[config.mk]
export PLATFORM = sky130hd
export DESIGN_NAME = wyde_imm_unit
export DESIGN_NICKNAME = d
export VERILOG_FILES = /design/src/rtl/wimm_pkg.sv /design/src/rtl/wimm_placer.sv /design/src/rtl/wimm_combiner.sv /design/src/rtl/wyde_imm_unit.sv
export SDC_FILE = /design/constraint.sdc
export NUM_CORES = 1
export LEC_CHECK = 0
export BUFFER_PORTS_ARGS = -buffer_cell sky130_fd_sc_hd__buf_2
export CAP_MARGIN = 20
export CORE_AREA = 2 2 134 136
export CTS_CLUSTER_SIZE = 14
export DETAILED_ROUTE_END_ITERATION = 8
export DIE_AREA = 0 0 136 138
export PLACE_DENSITY = 0.82
export SLEW_MARGIN = 10
export SYNTH_ARGS = -nofsm -noshare
export SYNTH_HDL_FRONTEND = slang
export SYNTH_HIERARCHICAL = 1
export SYNTH_SLANG_ARGS = --single-unit
[constraint.sdc]
create_clock -name clk -period 8.7 [get_ports clk]
set_input_delay 0.87 -clock clk [delete_from_list [all_inputs] [get_ports clk]]
set_output_delay 0.87 -clock clk [all_outputs]
set_load 0.03 [all_outputs]
[src/rtl/wimm_pkg.sv]
package wimm_pkg;
  localparam int unsigned WORD_W = 64;
  localparam int unsigned FIELD_W = 16;

  typedef enum logic [1:0] {
    OP_SET  = 2'd0,
    OP_INC  = 2'd1,
    OP_OR   = 2'd2,
    OP_ANDN = 2'd3
  } wimm_op_e;
endpackage

[src/rtl/wimm_placer.sv]
// Drops the immediate into one slot of a zero word; slot code 0 is the top slot.
module wimm_placer #(
  parameter int DATA_W = 64,
  parameter int IMM_W  = 16,
  parameter int SLOTS  = DATA_W / IMM_W,
  parameter int POS_W  = $clog2(SLOTS)
) (
  input  logic [IMM_W-1:0]  imm,
  input  logic [POS_W-1:0]  pos,
  output logic [DATA_W-1:0] placed
);
  for (genvar s = 0; s < SLOTS; s++) begin : g_slot
    localparam logic [POS_W-1:0] CODE = POS_W'(SLOTS - 1 - s);
    assign placed[s*IMM_W +: IMM_W] = (pos == CODE) ? imm : '0;
  end
endmodule

[src/rtl/wimm_combiner.sv]
// Merges the placed immediate with the old register value.
module wimm_combiner
  import wimm_pkg::*;
#(
  parameter int DATA_W = 64
) (
  input  wimm_op_e          op,
  input  logic [DATA_W-1:0] old_val,
  input  logic [DATA_W-1:0] placed,
  output logic [DATA_W-1:0] merged
);
  always_comb begin
    unique case (op)
      OP_SET:  merged = placed;
      OP_INC:  merged = old_val + placed;
      OP_OR:   merged = old_val | placed;
      OP_ANDN: merged = old_val & ~placed;
      default: merged = placed;
    endcase
  end
endmodule

[src/rtl/wyde_imm_unit.sv]
module wyde_imm_unit
  import wimm_pkg::*;
#(
  parameter int DATA_W = WORD_W,
  parameter int IMM_W  = FIELD_W,
  localparam int SLOTS = DATA_W / IMM_W,
  localparam int POS_W = $clog2(SLOTS)
) (
  input  logic              clk,
  input  logic              rst,
  input  logic              in_valid,
  input  logic [DATA_W-1:0] reg_val,
  input  logic [IMM_W-1:0]  imm,
  input  logic [POS_W-1:0]  pos_sel,
  input  logic [1:0]        op_sel,
  output logic              out_valid,
  output logic [DATA_W-1:0] result
);
  logic [DATA_W-1:0] placed;
  logic [DATA_W-1:0] merged;

  wimm_placer #(
    .DATA_W(DATA_W), .IMM_W(IMM_W), .SLOTS(SLOTS), .POS_W(POS_W)
  ) u_placer (
    .imm(imm), .pos(pos_sel), .placed(placed)
  );

  wimm_combiner #(.DATA_W(DATA_W)) u_comb (
    .op(wimm_op_e'(op_sel)), .old_val(reg_val), .placed(placed), .merged(merged)
  );

  always_ff @(posedge clk) begin
    if (rst) begin
      out_valid <= 1'b0;
      result    <= '0;
    end else begin
      out_valid <= in_valid;
      if (in_valid) result <= merged;
    end
  end
endmodule

======== Word-level counts from Yosys, hierarchy flattened ========
Index checks and enable logic that the tools add are counted.
word-level totals
  logic and storage cells ................. 19
  flip-flop bits (word level) ............. 65
operators by class
  reductions and logical operators ........ 2
  $add $sub $neg .......................... 1
  multiplexer cells ....................... 5
  bitwise gates (word level) .............. 3
  equality and inequality tests ........... 6
operators with widths
  kind                                           count
  one-hot mux 64 bit (4 select lines)            1
  adder 64 bit                                   1
  AND 64 bit                                     1
  2-to-1 mux 16 bit                              4
  inverter 64 bit                                1
  OR 64 bit                                      1
  == test 2 bit, second input constant           4
  == test 2 x 1 -> 1 bit, second input constant  2
  logical NOT 2 bit                              2

======== Longest topological paths before layout ========
  depth in word-level cells ............... 5
  gate-level depth with buffers ........... 19

======== Cells and area by module ========
The synthesis kept the hierarchy.
modules (own cells, without submodules)
  module         area an instance (um^2)  times used  cells each
  wimm_combiner  7165.6                   1           1069
  wyde_imm_unit  2311.0                   1           208
  wimm_placer    734.5                    1           78

======== Worst setup path before layout ========
OpenSTA, ideal clock, no wires.
  path kind ............................... in2reg
  from .................................... in pos_sel[0]
  to ...................................... reg result[44]
  buffers on the path ..................... 2
  path slack .............................. 4.165 ns
  arrival time ............................ 4.408 ns
  setup time .............................. 0.128 ns
  stages .................................. 19
  cell sequence ........................... buf_6 > buf_4 > and3_1 > ha_1 > inv_1 > fa_1 > nand2b_1 > a21oi_1 > o21a_1 > a21oi_2 > o41a_1 > o31ai_2 > a21oi_1 > nor4_1 > nor2_1 > xnor2_1 > mux4_2 > mux2i_1 > nor2_1
RTL lines
  what                                 line                 text
  start, declared                      wyde_imm_unit.sv:14  input logic [POS_W-1:0] pos_sel,
  == test 2 bit                        wimm_placer.sv:14    assign placed[s*IMM_W +: IMM_W] = (pos == CODE) ? imm : '0;
  2-to-1 mux 16 bit                    wimm_placer.sv:14
  via placed[0]                        wyde_imm_unit.sv:19  logic [DATA_W-1:0] placed;
  adder 64 bit                         wimm_combiner.sv:15  OP_INC: merged = old_val + placed;
  one-hot mux 64 bit (4 select lines)  wimm_combiner.sv:13  unique case (op)
  via merged[44]                       wyde_imm_unit.sv:20  logic [DATA_W-1:0] merged;
  end signal, assigned                 wyde_imm_unit.sv:38  if (in_valid) result <= merged;
  end, declared                        wyde_imm_unit.sv:17  output logic [DATA_W-1:0] result
The timed path passes the listed nets, and every way through them passes these cells.
A chain may end at the register's enable or synchronous reset.

======== Worst setup path after layout ========
Ends and elaborated chain as after synthesis.

==> results.cfg <==
[run_status]
status = finished, final reports clean

[route]
first_pass_iters = 6
top_layer = met4
wl_per_cell_um = 16.7
vias = 9719
drtIter0Drc = 695
antenna_left = 0
wl_met1_mm = 12.2
wl_met2_mm = 13.0
route.met3.wl_mm = 1.93
avgViaCountPerCell = 5.76
routed_wl_mm = 28.2
drc = 0

[synthesis]
synth_fp_nets = 1634
synth_flop_cell = dfxtp_1
ys_types = 62
postSynthCellCount = 1355
syn_area_mm2 = 0.0102
synthArstFlopShare_pct = 0
avgSynthCellArea_um2 = 7.54
ys_warn_count = 6
synth-seq-area-share_pct = 12.7
synth-edff-count = 0
ys_seq_elements = 65

[worst_setup_path]
rr_worst_depth = 2
rrSetupSlack_ns = 8.00
cp_slowest_stage_delay_ns = 0.52
crit_slowest_cell = buf_4
critPathTopFamily = compound AO/OA/AOI/OAI gates
crit_buf_inv = 3
worst_ep_required_time_ns = 8.91
worstPathCellList = buf_2 -> buf_4 -> and3_1 -> ha_1 -> inv_1 -> fa_1 -> nand2b_1 -> a21oi_1 -> o21a_1 -> a21oi_2 -> o41a_1 -> o31ai_2 -> a21oi_1 -> nor4_1 -> nor2_1 -> xnor2_1 -> mux4_2 -> mux2i_1 -> nor2_1
r2r-end = result[0]$_SDFFE_PP0P_
crit_fanout = 64
endpoint_kind = flop
worstSetupPathType = in2reg
critPathArrivalTime_ns = 5.48
startpoint_type = input pin
regToRegStartpoint = result[0]$_SDFFE_PP0P_

[final_layout]
final_cell_mix = 191 x ha_1, 155 x inv_1, 149 x buf_2
final_common_cell = ha_1
drive_gt1_share_pct = 15.1
area_growth_pct = 9.47
num-nets-final = 1729

[die]
rows = 49
die_x_um = 136
fp.dieH_um = 138
initial_core_util_pct = 58.2
core-area_mm2 = 0.0175
ios = 152
die_area_mm2 = 0.0188

[clock_network]
cts.clk_slew.worst_paths_ns = 0.06
cts_inserted_buffers = 9
clockBufferDepth = 2
cts_tree = built
cts_root_buf = clkbuf_16
hold_buffers = 0
ctsHtreeMaxLevel = 3
post-cts-setup-buffers = 0
clock_latency_ns = 0.35
cts_resized = 0
cts.sinks = 65

[place]
portBuffers = 151
gp_congestion = 0.950
dpl.hpwl_mm = 21.0
dp_slack_ns = 3.20

[hold_path]
min_path_cells = 2
hp-class = reg2reg
hold_start = result[18]$_SDFFE_PP0P_
hold_end = result[18]$_SDFFE_PP0P_

[timing]
rsz0062_at_grt = false
setup_viol = 0
fin_crit_sh_pct = 60.6
final.min_clock_period_ns = 5.27
fin_ws_ns = 3.43
finClkSkew_ns = 0
max_slew_margin_pct = 35.1
drv_slew = 0
fmax_mhz = 190
fin_tns_setup_ns = 0
hold_viol_final = 0
tightest_slew_ns = 0.973

[global_route]
grt_pass1_vias = 9206
track_usage_pct = 29.5
overflow = 0
grt_start_max_net_pins = 100
grt_first_pass_wirelength_mm = 44.8
antenna_found_initial = 1

[power]
vdd_drop_max_v = 0.000100
p_per_area_mw_per_mm2 = 108
power.leakage_nw = 5.59

[job]
max_cap_violations = 0
worst register-to-register path, cell delays in order, from the launching register on:
cell	delay, ns
dfxtp_1	0.31
mux2i_1	0.15
nor2_1	0.08
cell type report:
type / count / area [um2]
clock buffers: 13 / 250
multi-input cells: 1062 / 7890
clock inverters: 3 / 40.0
diodes: 3 / 7.51
fillers: 1579 / 6360
repair buffers: 157 / 818
flip-flops and latches: 65 / 1300
inverters: 155 / 582
well taps: 229 / 287
how the worst max path moves through the flow:
stage,startpoint,to,cells past startpoint
after global placement,pos_sel[0],result[44]$_SDFFE_PP0P_,19
after floorplan,pos_sel[0],result[44]$_SDFFE_PP0P_,19
after detailed placement,pos_sel[0],result[44]$_SDFFE_PP0P_,19
final,pos_sel[0],result[44]$_SDFFE_PP0P_,19
after global routing,pos_sel[1],result[44]$_SDFFE_PP0P_,19
after CTS,pos_sel[0],result[44]$_SDFFE_PP0P_,19
registers in the layout, indices dropped and copies added (netlist names):
signal,flops
result,64
out_valid,1
report_power, final:
group | internal, mW | switching [mW]
sequential | 0.320 | 0.0109
combinational | 0.187 | 0.315
clock | 0.229 | 0.147
Yosys cell counts (8+ instances only):
cell | count | area share [%]
a211oi_1 | 24 | 1.8
a21o_1 | 18 | 1.3
mux4_2 | 13 | 2.9
nand3_1 | 9 | 0.44
and3_1 | 15 | 0.92
clkbuf_1 | 39 | 1.4
xor2_1 | 25 | 2.1
nor2_1 | 111 | 4.1
mux2i_1 | 67 | 6.6
o21ai_1 | 12 | 0.59
a31oi_1 | 8 | 0.49
nor2b_1 | 9 | 0.55
a21oi_1 | 88 | 4.3
buf_6 | 12 | 1.3
and3b_1 | 28 | 2.4
inv_1 | 155 | 5.7
nor3_1 | 11 | 0.54
nand4_1 | 10 | 0.61
xnor2_1 | 35 | 3.0
o21ai_0 | 141 | 6.9
o21bai_1 | 16 | 1.2
buf_1 | 11 | 0.40
ha_1 | 191 | 23
nor3b_2 | 16 | 2.0
dfxtp_1 | 65 | 13
nand2_1 | 143 | 5.3
kinds of logic (layout without fill, tap and decap cells):
family                     after synthesis  after routing  synth area share, %
buffers and inverters                  228            328                 9.96
other                                    0              3                    0
DFF                                     65             65                 12.7
adders and majority gates              192            192                 23.6
and+or+nand+nor                        380            380                 18.8
muxes                                   80             80                 9.44
xor gates and xnor gates                60             60                 5.15
AOI/OAI and AO/OA                      350            350                 20.3
through the flow:
stage	utilization, %	instances	cell area, um2	hold WS [ns]	total power, mW
final	63.8	1687	11200	0.486	1.21
after global routing	63.7	1685	11200	0.511	1.28
after CTS	63.6	1683	11200	0.492	1.21
after detailed placement	61.9	1667	10900	0.478	0.830
after global placement	61.9	1667	10900	0.467	0.816
after floorplan	-	1355	10200	0.634	0.704
routing by layer:
layer	global-route usage (%)	vias up
met2	49.9	328
met3	4.91	66
met5	0	-
met1	36.7	4549
met4	12.8	0
li1	-	4776
Note: power is estimated with default switching activity, not from simulation.
